File: config.mk
export PLATFORM = sky130hd
export DESIGN_NAME = lcdreg_top
export DESIGN_NICKNAME = d
export VERILOG_FILES = /design/src/rtl/lcdreg_pkg.sv /design/src/rtl/lcdreg_decode.sv /design/src/rtl/lcdreg_geom.sv /design/src/rtl/lcdreg_irq.sv /design/src/rtl/lcdreg_top.sv
export SDC_FILE = /design/constraint.sdc
export NUM_CORES = 1
export LEC_CHECK = 0
export ABC_AREA = 1
export CAP_MARGIN = 20
export CORE_MARGIN = 2
export CORE_UTILIZATION = 45
export CTS_BUF_LIST = sky130_fd_sc_hd__clkbuf_4
export CTS_CLUSTER_DIAMETER = 150
export DETAILED_ROUTE_END_ITERATION = 16
export PLACE_DENSITY = 0.69
export SYNTH_ARGS = -nofsm -noshare
export SYNTH_HDL_FRONTEND = slang
export SYNTH_SLANG_ARGS = --single-unit
export TNS_END_PERCENT = 1
File: constraint.sdc
create_clock -name clk -period 4.3 [get_ports clk]
set_clock_uncertainty 0.2 [all_clocks]
set_input_delay 1.075 -clock clk [delete_from_list [all_inputs] [get_ports clk]]
set_output_delay 1.075 -clock clk [all_outputs]
set_load 0.005 [all_outputs]
File: src/rtl/lcdreg_pkg.sv
package lcdreg_pkg;

    localparam int TIM_N = 4;

    // Control word bit positions (decoded by the display pipeline)
    localparam int CTL_EN     = 0;
    localparam int CTL_BPP_LO = 1;
    localparam int CTL_BGR    = 8;
    localparam int CTL_BEBYTE = 9;
    localparam int CTL_BEPIX  = 10;
    localparam int CTL_PWR    = 11;

    typedef enum logic [3:0] {
        RS_TIM0, RS_TIM1, RS_TIM2, RS_TIM3,
        RS_UPBASE, RS_LPBASE, RS_MASK, RS_CTRL,
        RS_RAW, RS_MASKED, RS_CLEAR, RS_UPCUR,
        RS_LPCUR, RS_IDENT, RS_NONE
    } reg_sel_e;

    typedef enum logic [1:0] {
        ST_IDLE, ST_RDATA, ST_WACK, ST_FAULT
    } acc_state_e;

    function automatic logic [7:0] ident_byte(input logic [2:0] k);
        logic [7:0] b;
        unique case (k)
            3'd0: b = 8'h10;
            3'd1: b = 8'h11;
            3'd2: b = 8'h04;
            3'd3: b = 8'h00;
            3'd4: b = 8'h0D;
            3'd5: b = 8'hF0;
            3'd6: b = 8'h05;
            3'd7: b = 8'hB1;
            default: b = 8'h00;
        endcase
        return b;
    endfunction

endpackage

File: src/rtl/lcdreg_decode.sv
module lcdreg_decode
    import lcdreg_pkg::*;
#(
    parameter int ADDR_W = 12
) (
    input  logic [ADDR_W-3:0] idx_i,
    input  logic              misalign_i,
    input  logic              wr_i,
    input  logic              variant_i,
    output reg_sel_e          sel_o,
    output logic              hit_o
);
    localparam int IDX_W    = ADDR_W - 2;
    localparam int ID_FIRST = (1 << IDX_W) - 8;

    reg_sel_e sel;
    logic     readable;
    logic     writable;

    always_comb begin
        sel = RS_NONE;
        if (idx_i >= IDX_W'(ID_FIRST)) begin
            sel = RS_IDENT;
        end else begin
            case (idx_i)
                IDX_W'(0):  sel = RS_TIM0;
                IDX_W'(1):  sel = RS_TIM1;
                IDX_W'(2):  sel = RS_TIM2;
                IDX_W'(3):  sel = RS_TIM3;
                IDX_W'(4):  sel = RS_UPBASE;
                IDX_W'(5):  sel = RS_LPBASE;
                IDX_W'(6):  sel = variant_i ? RS_CTRL : RS_MASK;
                IDX_W'(7):  sel = variant_i ? RS_MASK : RS_CTRL;
                IDX_W'(8):  sel = RS_RAW;
                IDX_W'(9):  sel = RS_MASKED;
                IDX_W'(10): sel = RS_CLEAR;
                IDX_W'(11): sel = RS_UPCUR;
                IDX_W'(12): sel = RS_LPCUR;
                default:    sel = RS_NONE;
            endcase
        end
    end

    always_comb begin
        readable = (sel != RS_NONE) && (sel != RS_CLEAR);
        writable = (sel == RS_TIM0) || (sel == RS_TIM1) || (sel == RS_TIM2)
                || (sel == RS_TIM3) || (sel == RS_UPBASE) || (sel == RS_LPBASE)
                || (sel == RS_MASK) || (sel == RS_CTRL) || (sel == RS_CLEAR);
    end

    assign sel_o = sel;
    assign hit_o = !misalign_i && (wr_i ? writable : readable);

endmodule

File: src/rtl/lcdreg_geom.sv
module lcdreg_geom #(
    parameter int CNT_W = 11
) (
    input  logic             clk,
    input  logic             rst_n,
    input  logic             cols_we_i,
    input  logic [5:0]       cols_field_i,
    input  logic             rows_we_i,
    input  logic [9:0]       rows_field_i,
    output logic [CNT_W-1:0] cols_o,
    output logic [CNT_W-1:0] rows_o
);
    localparam int COL_SHIFT = 4;   // ((v & 0xFC) + 4) * 4 == (v[7:2] + 1) * 16

    logic [CNT_W-1:0] col_units;
    logic [CNT_W-1:0] row_count;

    assign col_units = CNT_W'(cols_field_i) + CNT_W'(1);
    assign row_count = CNT_W'(rows_field_i) + CNT_W'(1);

    always_ff @(posedge clk or negedge rst_n) begin
        if (!rst_n) begin
            cols_o <= '0;
            rows_o <= '0;
        end else begin
            if (cols_we_i) cols_o <= col_units << COL_SHIFT;
            if (rows_we_i) rows_o <= row_count;
        end
    end

endmodule

File: src/rtl/lcdreg_irq.sv
module lcdreg_irq #(
    parameter int IRQ_W = 4
) (
    input  logic             clk,
    input  logic             rst_n,
    input  logic [IRQ_W-1:0] set_i,
    input  logic             mask_we_i,
    input  logic             clr_we_i,
    input  logic [IRQ_W-1:0] wdata_i,
    output logic [IRQ_W-1:0] raw_o,
    output logic [IRQ_W-1:0] mask_o,
    output logic             irq_o
);
    logic [IRQ_W-1:0] raw_n;
    logic [IRQ_W-1:0] mask_n;

    always_comb begin
        raw_n  = (raw_o & ~(clr_we_i ? wdata_i : '0)) | set_i;
        mask_n = mask_we_i ? wdata_i : mask_o;
    end

    always_ff @(posedge clk or negedge rst_n) begin
        if (!rst_n) begin
            raw_o  <= '0;
            mask_o <= '0;
            irq_o  <= 1'b0;
        end else begin
            raw_o  <= raw_n;
            mask_o <= mask_n;
            irq_o  <= |(raw_n & mask_n);
        end
    end

endmodule

File: src/rtl/lcdreg_top.sv
module lcdreg_top
    import lcdreg_pkg::*;
#(
    parameter int ADDR_W = 12,
    parameter int DATA_W = 32,
    parameter int IRQ_W  = 4,
    parameter int CNT_W  = 11
) (
    input  logic              clk,
    input  logic              rst_n,
    input  logic              variant_i,
    input  logic              bus_sel_i,
    input  logic              bus_wr_i,
    input  logic [ADDR_W-1:0] bus_addr_i,
    input  logic [DATA_W-1:0] bus_wdata_i,
    output logic [DATA_W-1:0] bus_rdata_o,
    output logic              bus_err_o,
    input  logic [IRQ_W-1:0]  irq_set_i,
    output logic              irq_o,
    output logic              disp_en_o,
    output logic [2:0]        bpp_o,
    output logic              bgr_o,
    output logic              be_byte_o,
    output logic              be_pix_o,
    output logic [CNT_W-1:0]  cols_o,
    output logic [CNT_W-1:0]  rows_o,
    output logic [DATA_W-1:0] base_o
);
    localparam int IDX_W = ADDR_W - 2;
    localparam int TSEL_W = $clog2(TIM_N);

    reg_sel_e          sel;
    logic              hit;
    logic              we;
    logic [IDX_W-1:0]  idx;
    logic [TSEL_W-1:0] tsel;
    logic              tim_hit;

    acc_state_e        state_q, state_n;
    logic [DATA_W-1:0] rd_val;
    logic [DATA_W-1:0] rdata_q;

    logic [DATA_W-1:0] tim_q [TIM_N];
    logic [DATA_W-1:0] upbase_q;
    logic [DATA_W-1:0] lpbase_q;
    logic [DATA_W-1:0] ctrl_q;
    logic [IRQ_W-1:0]  raw;
    logic [IRQ_W-1:0]  mask;

    assign idx  = bus_addr_i[ADDR_W-1:2];
    assign tsel = bus_addr_i[TSEL_W+1:2];

    lcdreg_decode #(.ADDR_W(ADDR_W)) u_dec (
        .idx_i      (idx),
        .misalign_i (|bus_addr_i[1:0]),
        .wr_i       (bus_wr_i),
        .variant_i  (variant_i),
        .sel_o      (sel),
        .hit_o      (hit)
    );

    assign we      = bus_sel_i && bus_wr_i && hit;
    assign tim_hit = (sel == RS_TIM0) || (sel == RS_TIM1)
                  || (sel == RS_TIM2) || (sel == RS_TIM3);

    // Stored words
    always_ff @(posedge clk or negedge rst_n) begin
        if (!rst_n) begin
            for (int t = 0; t < TIM_N; t++) tim_q[t] <= '0;
            upbase_q <= '0;
            lpbase_q <= '0;
            ctrl_q   <= '0;
        end else if (we) begin
            for (int t = 0; t < TIM_N; t++) begin
                if (tim_hit && (tsel == TSEL_W'(t))) tim_q[t] <= bus_wdata_i;
            end
            if (sel == RS_UPBASE) upbase_q <= bus_wdata_i;
            if (sel == RS_LPBASE) lpbase_q <= bus_wdata_i;
            if (sel == RS_CTRL)   ctrl_q   <= bus_wdata_i;
        end
    end

    lcdreg_geom #(.CNT_W(CNT_W)) u_geom (
        .clk          (clk),
        .rst_n        (rst_n),
        .cols_we_i    (we && (sel == RS_TIM0)),
        .cols_field_i (bus_wdata_i[7:2]),
        .rows_we_i    (we && (sel == RS_TIM1)),
        .rows_field_i (bus_wdata_i[9:0]),
        .cols_o       (cols_o),
        .rows_o       (rows_o)
    );

    lcdreg_irq #(.IRQ_W(IRQ_W)) u_irq (
        .clk       (clk),
        .rst_n     (rst_n),
        .set_i     (irq_set_i),
        .mask_we_i (we && (sel == RS_MASK)),
        .clr_we_i  (we && (sel == RS_CLEAR)),
        .wdata_i   (bus_wdata_i[IRQ_W-1:0]),
        .raw_o     (raw),
        .mask_o    (mask),
        .irq_o     (irq_o)
    );

    // Read multiplexer
    always_comb begin
        rd_val = '0;
        unique case (sel)
            RS_TIM0, RS_TIM1,
            RS_TIM2, RS_TIM3:   rd_val = tim_q[tsel];
            RS_UPBASE, RS_UPCUR: rd_val = upbase_q;
            RS_LPBASE, RS_LPCUR: rd_val = lpbase_q;
            RS_MASK:            rd_val = DATA_W'(mask);
            RS_CTRL:            rd_val = ctrl_q;
            RS_RAW:             rd_val = DATA_W'(raw);
            RS_MASKED:          rd_val = DATA_W'(raw & mask);
            RS_IDENT:           rd_val = DATA_W'(ident_byte(idx[2:0]));
            default:            rd_val = '0;
        endcase
    end

    // Response state: next state from the access presented this cycle
    always_comb begin
        state_n = ST_IDLE;
        unique case ({bus_sel_i, hit, bus_wr_i})
            3'b111:  state_n = ST_WACK;
            3'b110:  state_n = ST_RDATA;
            3'b100,
            3'b101:  state_n = ST_FAULT;
            default: state_n = ST_IDLE;
        endcase
    end

    always_ff @(posedge clk or negedge rst_n) begin
        if (!rst_n) state_q <= ST_IDLE;
        else        state_q <= state_n;
    end

    always_ff @(posedge clk or negedge rst_n) begin
        if (!rst_n) begin
            rdata_q <= '0;
        end else begin
            unique case (state_n)
                ST_RDATA: rdata_q <= rd_val;
                ST_IDLE,
                ST_WACK,
                ST_FAULT: rdata_q <= '0;
                default:  rdata_q <= '0;
            endcase
        end
    end

    assign bus_rdata_o = rdata_q;
    assign bus_err_o   = (state_q == ST_FAULT);

    assign disp_en_o = ctrl_q[CTL_EN] && ctrl_q[CTL_PWR];
    assign bpp_o     = ctrl_q[CTL_BPP_LO+2:CTL_BPP_LO];
    assign bgr_o     = ctrl_q[CTL_BGR];
    assign be_byte_o = ctrl_q[CTL_BEBYTE];
    assign be_pix_o  = ctrl_q[CTL_BEPIX];
    assign base_o    = upbase_q;

endmodule

[Yosys cells after proc, flatten, opt, wreduce, memory -nomap -nowiden]
Memory sizes are Yosys's and may differ from the RTL's.
Index checks and enable logic that the tools add are counted.
Word-level totals
  flip-flop bits (word level): 285
  memory bits (read-only): 56
  bits of input ports: 53
  output and inout port bits: 95
  logic and storage cells: 116
  memories kept: 1
Memories
  (name not given): depth 8, width 7, read ports 1, clocked after Yosys merged registers in 0, write ports 0, line lcdreg_pkg.sv:26  | unique case (k)
Operators by class
  add/sub/neg operators: 2
  magnitude comparators: 2
  eq/ne operators: 38
  muxes and demuxes: 13
  bitwise operators: 6
  reductions and logical operators: 40
Operators by type and width (number)
  $pmux W32 S8: 1
  $bmux W32 S2: 1
  $mux W32: 2
  $pmux W32 S2: 1
  $pmux W4 S13: 1
  $eq A10 B4 Y1 const B: 5
  $eq A10 B3 Y1 const B: 4
  $eq A4 B4 Y1 const B: 6
  $eq A10 B2 Y1 const B: 2
  $eq A4 B3 Y1 const B: 4
  $reduce_and A2 Y1: 7
  $logic_and A1 B1 Y1: 13
  $and A4 B4 Y4: 3
  $eq A3 B3 Y1 const B: 4
  $mux W4: 3
  $add A10 B1 Y11 const B: 1
  $eq A10 B1 Y1 const B: 1
  $eq A2 B2 Y1 const B: 5
  $ge A10 B10 Y1 const B: 1
  $logic_not A10 Y1: 1
  $eq A4 B2 Y1 const B: 2
  $logic_or A1 B1 Y1: 8
  $ne A4 B4 Y1 const B: 2
  $reduce_or A2 Y1: 4
  other kinds (14): 19

[Longest topological paths before layout]
  word-level depth: 22
  mapped depth: 20
  mapped depth without buffers: 19

[Hierarchy]
A second synthesis with hierarchy kept.
Second synthesis, totals
  cells, all modules: 1604
  area, all modules: 12912.4 sq um
By module, submodules not included
  lcdreg_top: instances 1, cells an instance 1373, area each 11269.6 sq um, seq. area each 6456.2 sq um
  lcdreg_geom: instances 1, cells an instance 129, area each 983.4 sq um, seq. area each 450.4 sq um
  lcdreg_irq: instances 1, cells an instance 47, area each 380.4 sq um, seq. area each 225.2 sq um
  lcdreg_decode: instances 1, cells an instance 55, area each 279.0 sq um, seq. area each 0.0 sq um

[Least setup slack after synthesis]
Ideal clock, no wire load.
  path kind: input -> register
  start point: in bus_addr_i[8]
  end point: reg upbase_q[27] (netlist: base_o[27])
  library setup time: 0.122 ns
  data arrival time: 2.919 ns
  data required time: 3.978 ns
  setup slack: 1.059 ns
  stages on the path: 20
  path buffers: 2
  path through: nor2_1 -> nand2_2 -> inv_2 -> buf_4 -> nand3_1 -> nand2_1 -> inv_2 -> nand2_2 -> nand3_2 -> nor2_2 -> nand2_1 -> nand2_2 -> nand2_4 -> inv_2 -> nand2_2 -> nor2_4 -> nand4_4 -> buf_6 -> nand2_1 -> o21ai_2
Between the ends
  word-level cells in the longest chain between the ends: 16
  elaborated cells between the ends (all ways): 40
  classes of those cells: 1 x order compare; 22 x eq/ne; 3 x mux; 14 x reduce/logical
RTL lines
  start, declared: line lcdreg_top.sv:14  | input logic [ADDR_W-1:0] bus_addr_i,
  $eq A10 B4 Y1 (tied with other cells): line lcdreg_decode.sv:25  | case (idx_i)
  $pmux W4 S13: line lcdreg_decode.sv:25
  $mux W4 *: line lcdreg_decode.sv:22  | if (idx_i >= IDX_W'(ID_FIRST)) begin
  $eq A4 B1 Y1 or $logic_not A4 Y1 (tied branches): line lcdreg_decode.sv:46  | writable = (sel == RS_TIM0) || (sel == RS_TIM1) || (sel == RS_TIM2)
  $logic_or A1 B1 Y1 (2 in series): line lcdreg_decode.sv:46
  $logic_or A1 B1 Y1 (3 in series): line lcdreg_decode.sv:47  | || (sel == RS_TIM3) || (sel == RS_UPBASE) || (sel == RS_LPBASE)
  $logic_or A1 B1 Y1 (3 in series): line lcdreg_decode.sv:48  | || (sel == RS_MASK) || (sel == RS_CTRL) || (sel == RS_CLEAR);
  $mux W1: line lcdreg_decode.sv:52  | assign hit_o = !misalign_i && (wr_i ? writable : readable);
  $logic_and A1 B1 Y1: line lcdreg_decode.sv:52
  $logic_and A1 B1 Y1: line lcdreg_top.sv:62  | assign we = bus_sel_i && bus_wr_i && hit;
  $reduce_and A2 Y1 (no line) *
  end signal, assigned: line lcdreg_top.sv:77  | if (sel == RS_UPBASE) upbase_q <= bus_wdata_i;
  end, declared: line lcdreg_top.sv:44  | logic [DATA_W-1:0] upbase_q;
Every way passes the cells marked *; elsewhere a longest branch is shown, timed or not.
A chain may end at the register's enable or synchronous reset.

[Worst setup path in the final report]
  start point: in bus_addr_i[3]
  end point: reg upbase_q[22] (netlist: base_o[22])
Same word-level chain as after synthesis.

==> flow_summary.ini <==
[routing]
drt-pass1-iter-count = 5
route.antenna.remaining_nets = 0
wire_per_inst_um = 16.5
drt_drc_violations_left = 0
route.vias.total = 10500
postRouteWirelength_um = 33300
drt-initial-drc-count = 925
detail_route.vias_per_cell = 5.21

[synth]
synthesis.area_sq_mm = 0.0125
cell_taking_the_most_area_after_synthesis = sky130_fd_sc_hd__dfrtp_1
number_of_storage_elements_in_the_synthesis_netlist = 285
synth.top_cell.area_share_pct = 57.0
synthFlopType = sky130_fd_sc_hd__dfrtp_1
post_syn_instances = 1397
post_synth_edffs = 0
seq_area_frac_synth_pct = 57.0
synthTopCellsByArea = sky130_fd_sc_hd__dfrtp_1, sky130_fd_sc_hd__nand2_1, sky130_fd_sc_hd__o21ai_1
fraction_of_registers_with_async_set_or_reset_after_synthesis_pct = 100
syn_area_per_cell_sq_um = 8.96
synth_cell_types = 42
yosysWarnings = 0

[place]
place_area_sq_mm = 0.0146
place.port_buffers = 143
place.detailed.hpwl_um = 21700
gp_routability_congestion = 0.919

[worst_hold_path]
worstHoldPathType = in -> async

[setup_path]
timing.setup.critical_path_class = in -> reg
worst_path_max_delay_cell = sky130_fd_sc_hd__clkdlybuf4s50_1
timing.critical_path.from_type = input pin
worstPathMaxFanout = 28
reg2reg_depth = 7
cp_common_cell = sky130_fd_sc_hd__nand2_1
setup_crit_end_kind = flop
cp_data_required_time_ns = 4.65
cells_traversed_along_the_worst_timing_path = clkdlybuf4s50_1 -> inv_1 -> nand2_1 -> nor2_1 -> nand2_1 -> nand3_1 -> nor2_1 -> nand3_2 -> nor2_2 -> nand2_1 -> nand2_2 -> nand2_4 -> inv_2 -> nand2_2 -> nor2_4 -> nand4_4 -> buf_4 -> nand2_1 -> o21ai_2
timing.critical_path.arrival_ns = 3.91
worst_path_largest_cell_delay_ns = 0.72

[clocking]
cts_resized = 0
clock_sinks = 285
clock_path_buffers = 3
cts_hold_repair.buffers = 0
cts_made_buffers = 75
source_to_sink_clock_delay_at_the_later_pin_of_the_worst_skew_pair_ns = 0.69
cts_root_buffer = sky130_fd_sc_hd__clkbuf_4
setup_bufs_post_cts = 0
cts_max_level = 3
tritoncts = built
clk_pin_slew_worst_paths_ns = 0.06

[die]
design.core.area_sq_mm = 0.0276
io_pins = 148
num_rows = 61
die_area_sq_mm = 0.0292
floorplan.initialDensity_pct = 45.4
die_x_um = 171
die_height_um = 171

[power]
vdd_drop_max_mv = 0.148
power.sequential.fraction_pct = 50.7
cellInternalPower_mw = 3.99
sw_frac_of_total_pct = 24.5
power.share.clock_pct = 44.7
power_density_mw_per_mm2 = 341
power.net_switching_mw = 1.29
power.leakage_nw = 7.08
combinationalPowerShare_pct = 4.6

[sta]
fmax_mhz = 281
tightest_slew_ns = 0.928
setup_total_negative_slack_ns = 0
fin_crit_sh_pct = 82.8
finalHoldViolations = 0
period_minus_slack_ns = 3.56
report.final.slew_viol_count = 0
setup_repair_after_global_routing_missed_its_margin = no
setup_violations = 0
slew_headroom_pct = 38.2

[finish]
nNetsFinal = 1642
fraction_of_final_layout_cells_sized_beyond_drive_strength_1_pct = 13.6
finalInstanceArea_sq_mm = 0.0155
layout-area-overhead-vs-synth_pct = 23.9

[global_routing]
globalRouteTotalUtil_pct = 23.8
first_global_vias = 10400
grt_start_max_net_pins = 116
grt_overflow_total = 0
grt_first_pass_wirelength_um = 54600
grt_antenna_before_repair = 1

[outcome]
run_status = finished clean

[run]
maxCapViolations = 0
==> per-stage QoR <==
stage | cells | setup WS, ns | util [%] | power, mW | hold slack [ns]
finish | 2018 | 0.739 | 56.3 | 5.29 | 0.219
global route | 2018 | 0.523 | 56.3 | 5.51 | 0.292
CTS | 2017 | 0.783 | 56.3 | 5.35 | 0.254
detailed placement | 1888 | 0.0929 | 52.9 | 2.98 | 0.267
global placement | 1888 | 0.0707 | 52.9 | 2.98 | 0.266
floorplan | 1400 | 1.06 | - | 2.81 | 0.253
==> power by group through the flow <==
stage | registers [mW] | clock network (mW) | logic (mW)
3_5_place_dp | 2.73 | 0 | 0.247
6_report | 2.68 | 2.36 | 0.244
4_1_cts | 2.68 | 2.42 | 0.247
2_1_floorplan | 2.73 | 0 | 0.0795
5_1_grt | 2.68 | 2.56 | 0.271
3_3_place_gp | 2.73 | 0 | 0.244
==> per-layer routing <==
layer  GRT usage (%)  routed length (um)  up-vias
met5               0                   0        -
met4            8.29                 699        0
met3            4.65                2250       65
met2            37.4               15100      381
met1            33.0               15200     5019
li1                -                   -     5053
==> kinds of logic after synthesis <==
logic type	Yosys count	synth area share (%)
flops	285	57.0
buf+inv	206	7.00
mux	3	0.270
simple gates	494	16.1
compound gates	396	18.7
xor+xnor	10	0.700
other cells	1	0.0300
fa+ha+maj	2	0.200
==> critical path: cells and delay by family <==
family,cells,cell delay [ns]
buffers and inverters,4,1.18
AO/OA/AOI/OAI,1,0.06
AND/OR/NAND/NOR,14,1.57
==> synthesized netlist by cell type, types with 3 or more instances <==
library cell,number
sky130_fd_sc_hd__nand4_1,7
sky130_fd_sc_hd__mux2_1,3
sky130_fd_sc_hd__inv_1,116
sky130_fd_sc_hd__buf_6,6
sky130_fd_sc_hd__a21oi_1,41
sky130_fd_sc_hd__clkinv_1,4
sky130_fd_sc_hd__nor2_2,3
sky130_fd_sc_hd__nor3_1,10
sky130_fd_sc_hd__dfrtp_1,285
sky130_fd_sc_hd__o21ai_2,32
sky130_fd_sc_hd__xor2_1,8
sky130_fd_sc_hd__o21ai_1,130
sky130_fd_sc_hd__nand2_1,410
sky130_fd_sc_hd__o211ai_1,29
sky130_fd_sc_hd__clkbuf_1,43
sky130_fd_sc_hd__nand2_2,7
sky130_fd_sc_hd__buf_4,8
sky130_fd_sc_hd__o2111ai_1,5
sky130_fd_sc_hd__nor2_1,32
sky130_fd_sc_hd__o21ai_0,85
sky130_fd_sc_hd__a31oi_1,34
sky130_fd_sc_hd__a22oi_1,33
sky130_fd_sc_hd__buf_2,22
sky130_fd_sc_hd__inv_2,5
sky130_fd_sc_hd__nand3_2,4
sky130_fd_sc_hd__nand3_1,14
==> cell type report <==
| cell class | count | area (sq um) |
|---|---|---|
| Fill cell | 2486 | 12000 |
| Timing Repair Buffer | 191 | 1930 |
| Antenna cell | 1 | 2.50 |
| Inverter | 125 | 469 |
| Clock inverter | 25 | 163 |
| Multi-Input combinational cell | 909 | 4560 |
| Tap cell | 378 | 473 |
| Sequential cell | 285 | 7130 |
| Clock buffer | 104 | 781 |
==> placed cells by master (no fill, tap or decap), types with 33 or more instances in the layout <==
cell and instances:
sky130_fd_sc_hd__nand2_1 409, sky130_fd_sc_hd__clkbuf_4 104, sky130_fd_sc_hd__o21ai_0 85, sky130_fd_sc_hd__buf_4 37, sky130_fd_sc_hd__a31oi_1 33, sky130_fd_sc_hd__clkdlybuf4s50_1 142, sky130_fd_sc_hd__dfrtp_1 285, sky130_fd_sc_hd__inv_1 116
sky130_fd_sc_hd__a22oi_1 33, sky130_fd_sc_hd__a21oi_1 41, sky130_fd_sc_hd__o21ai_1 130
==> path summary, 6_finish.rpt <==
| kind | startpoint | endpoint | slack [ns] |
|---|---|---|---|
| min in group clk | tim_q[9]$_DFFE_PN0P_ | tim_q[9]$_DFFE_PN0P_ | 0.28 |
| worst max-delay path | bus_addr_i[3] | base_o[22]$_DFFE_PN0P_ | 0.74 |
| worst max register to register | tim_q[97]$_DFFE_PN0P_ | bus_rdata_o[1]$_DFF_PN0_ | 2.70 |
| worst min register to register | tim_q[9]$_DFFE_PN0P_ | tim_q[9]$_DFFE_PN0P_ | 0.28 |
| max in group asynchronous | rst_n | u_geom.rows_o[3]$_DFFE_PN0P_ | 2.70 |
| worst min-delay path | rst_n | bus_rdata_o[8]$_DFF_PN0_ | 0.22 |
==> registers in the layout (all words and copies together), names as in the netlist <==
signal,count
bus_rdata_o,32
state_q,2
base_o,32
ctrl_q,32
u_irq.raw_o,4
u_geom.cols_o,7
tim_q,128
lpbase_q,32
u_irq.irq_o,1
u_irq.mask_o,4
u_geom.rows_o,11
No activity file was read; power rests on OpenSTA's default activity.
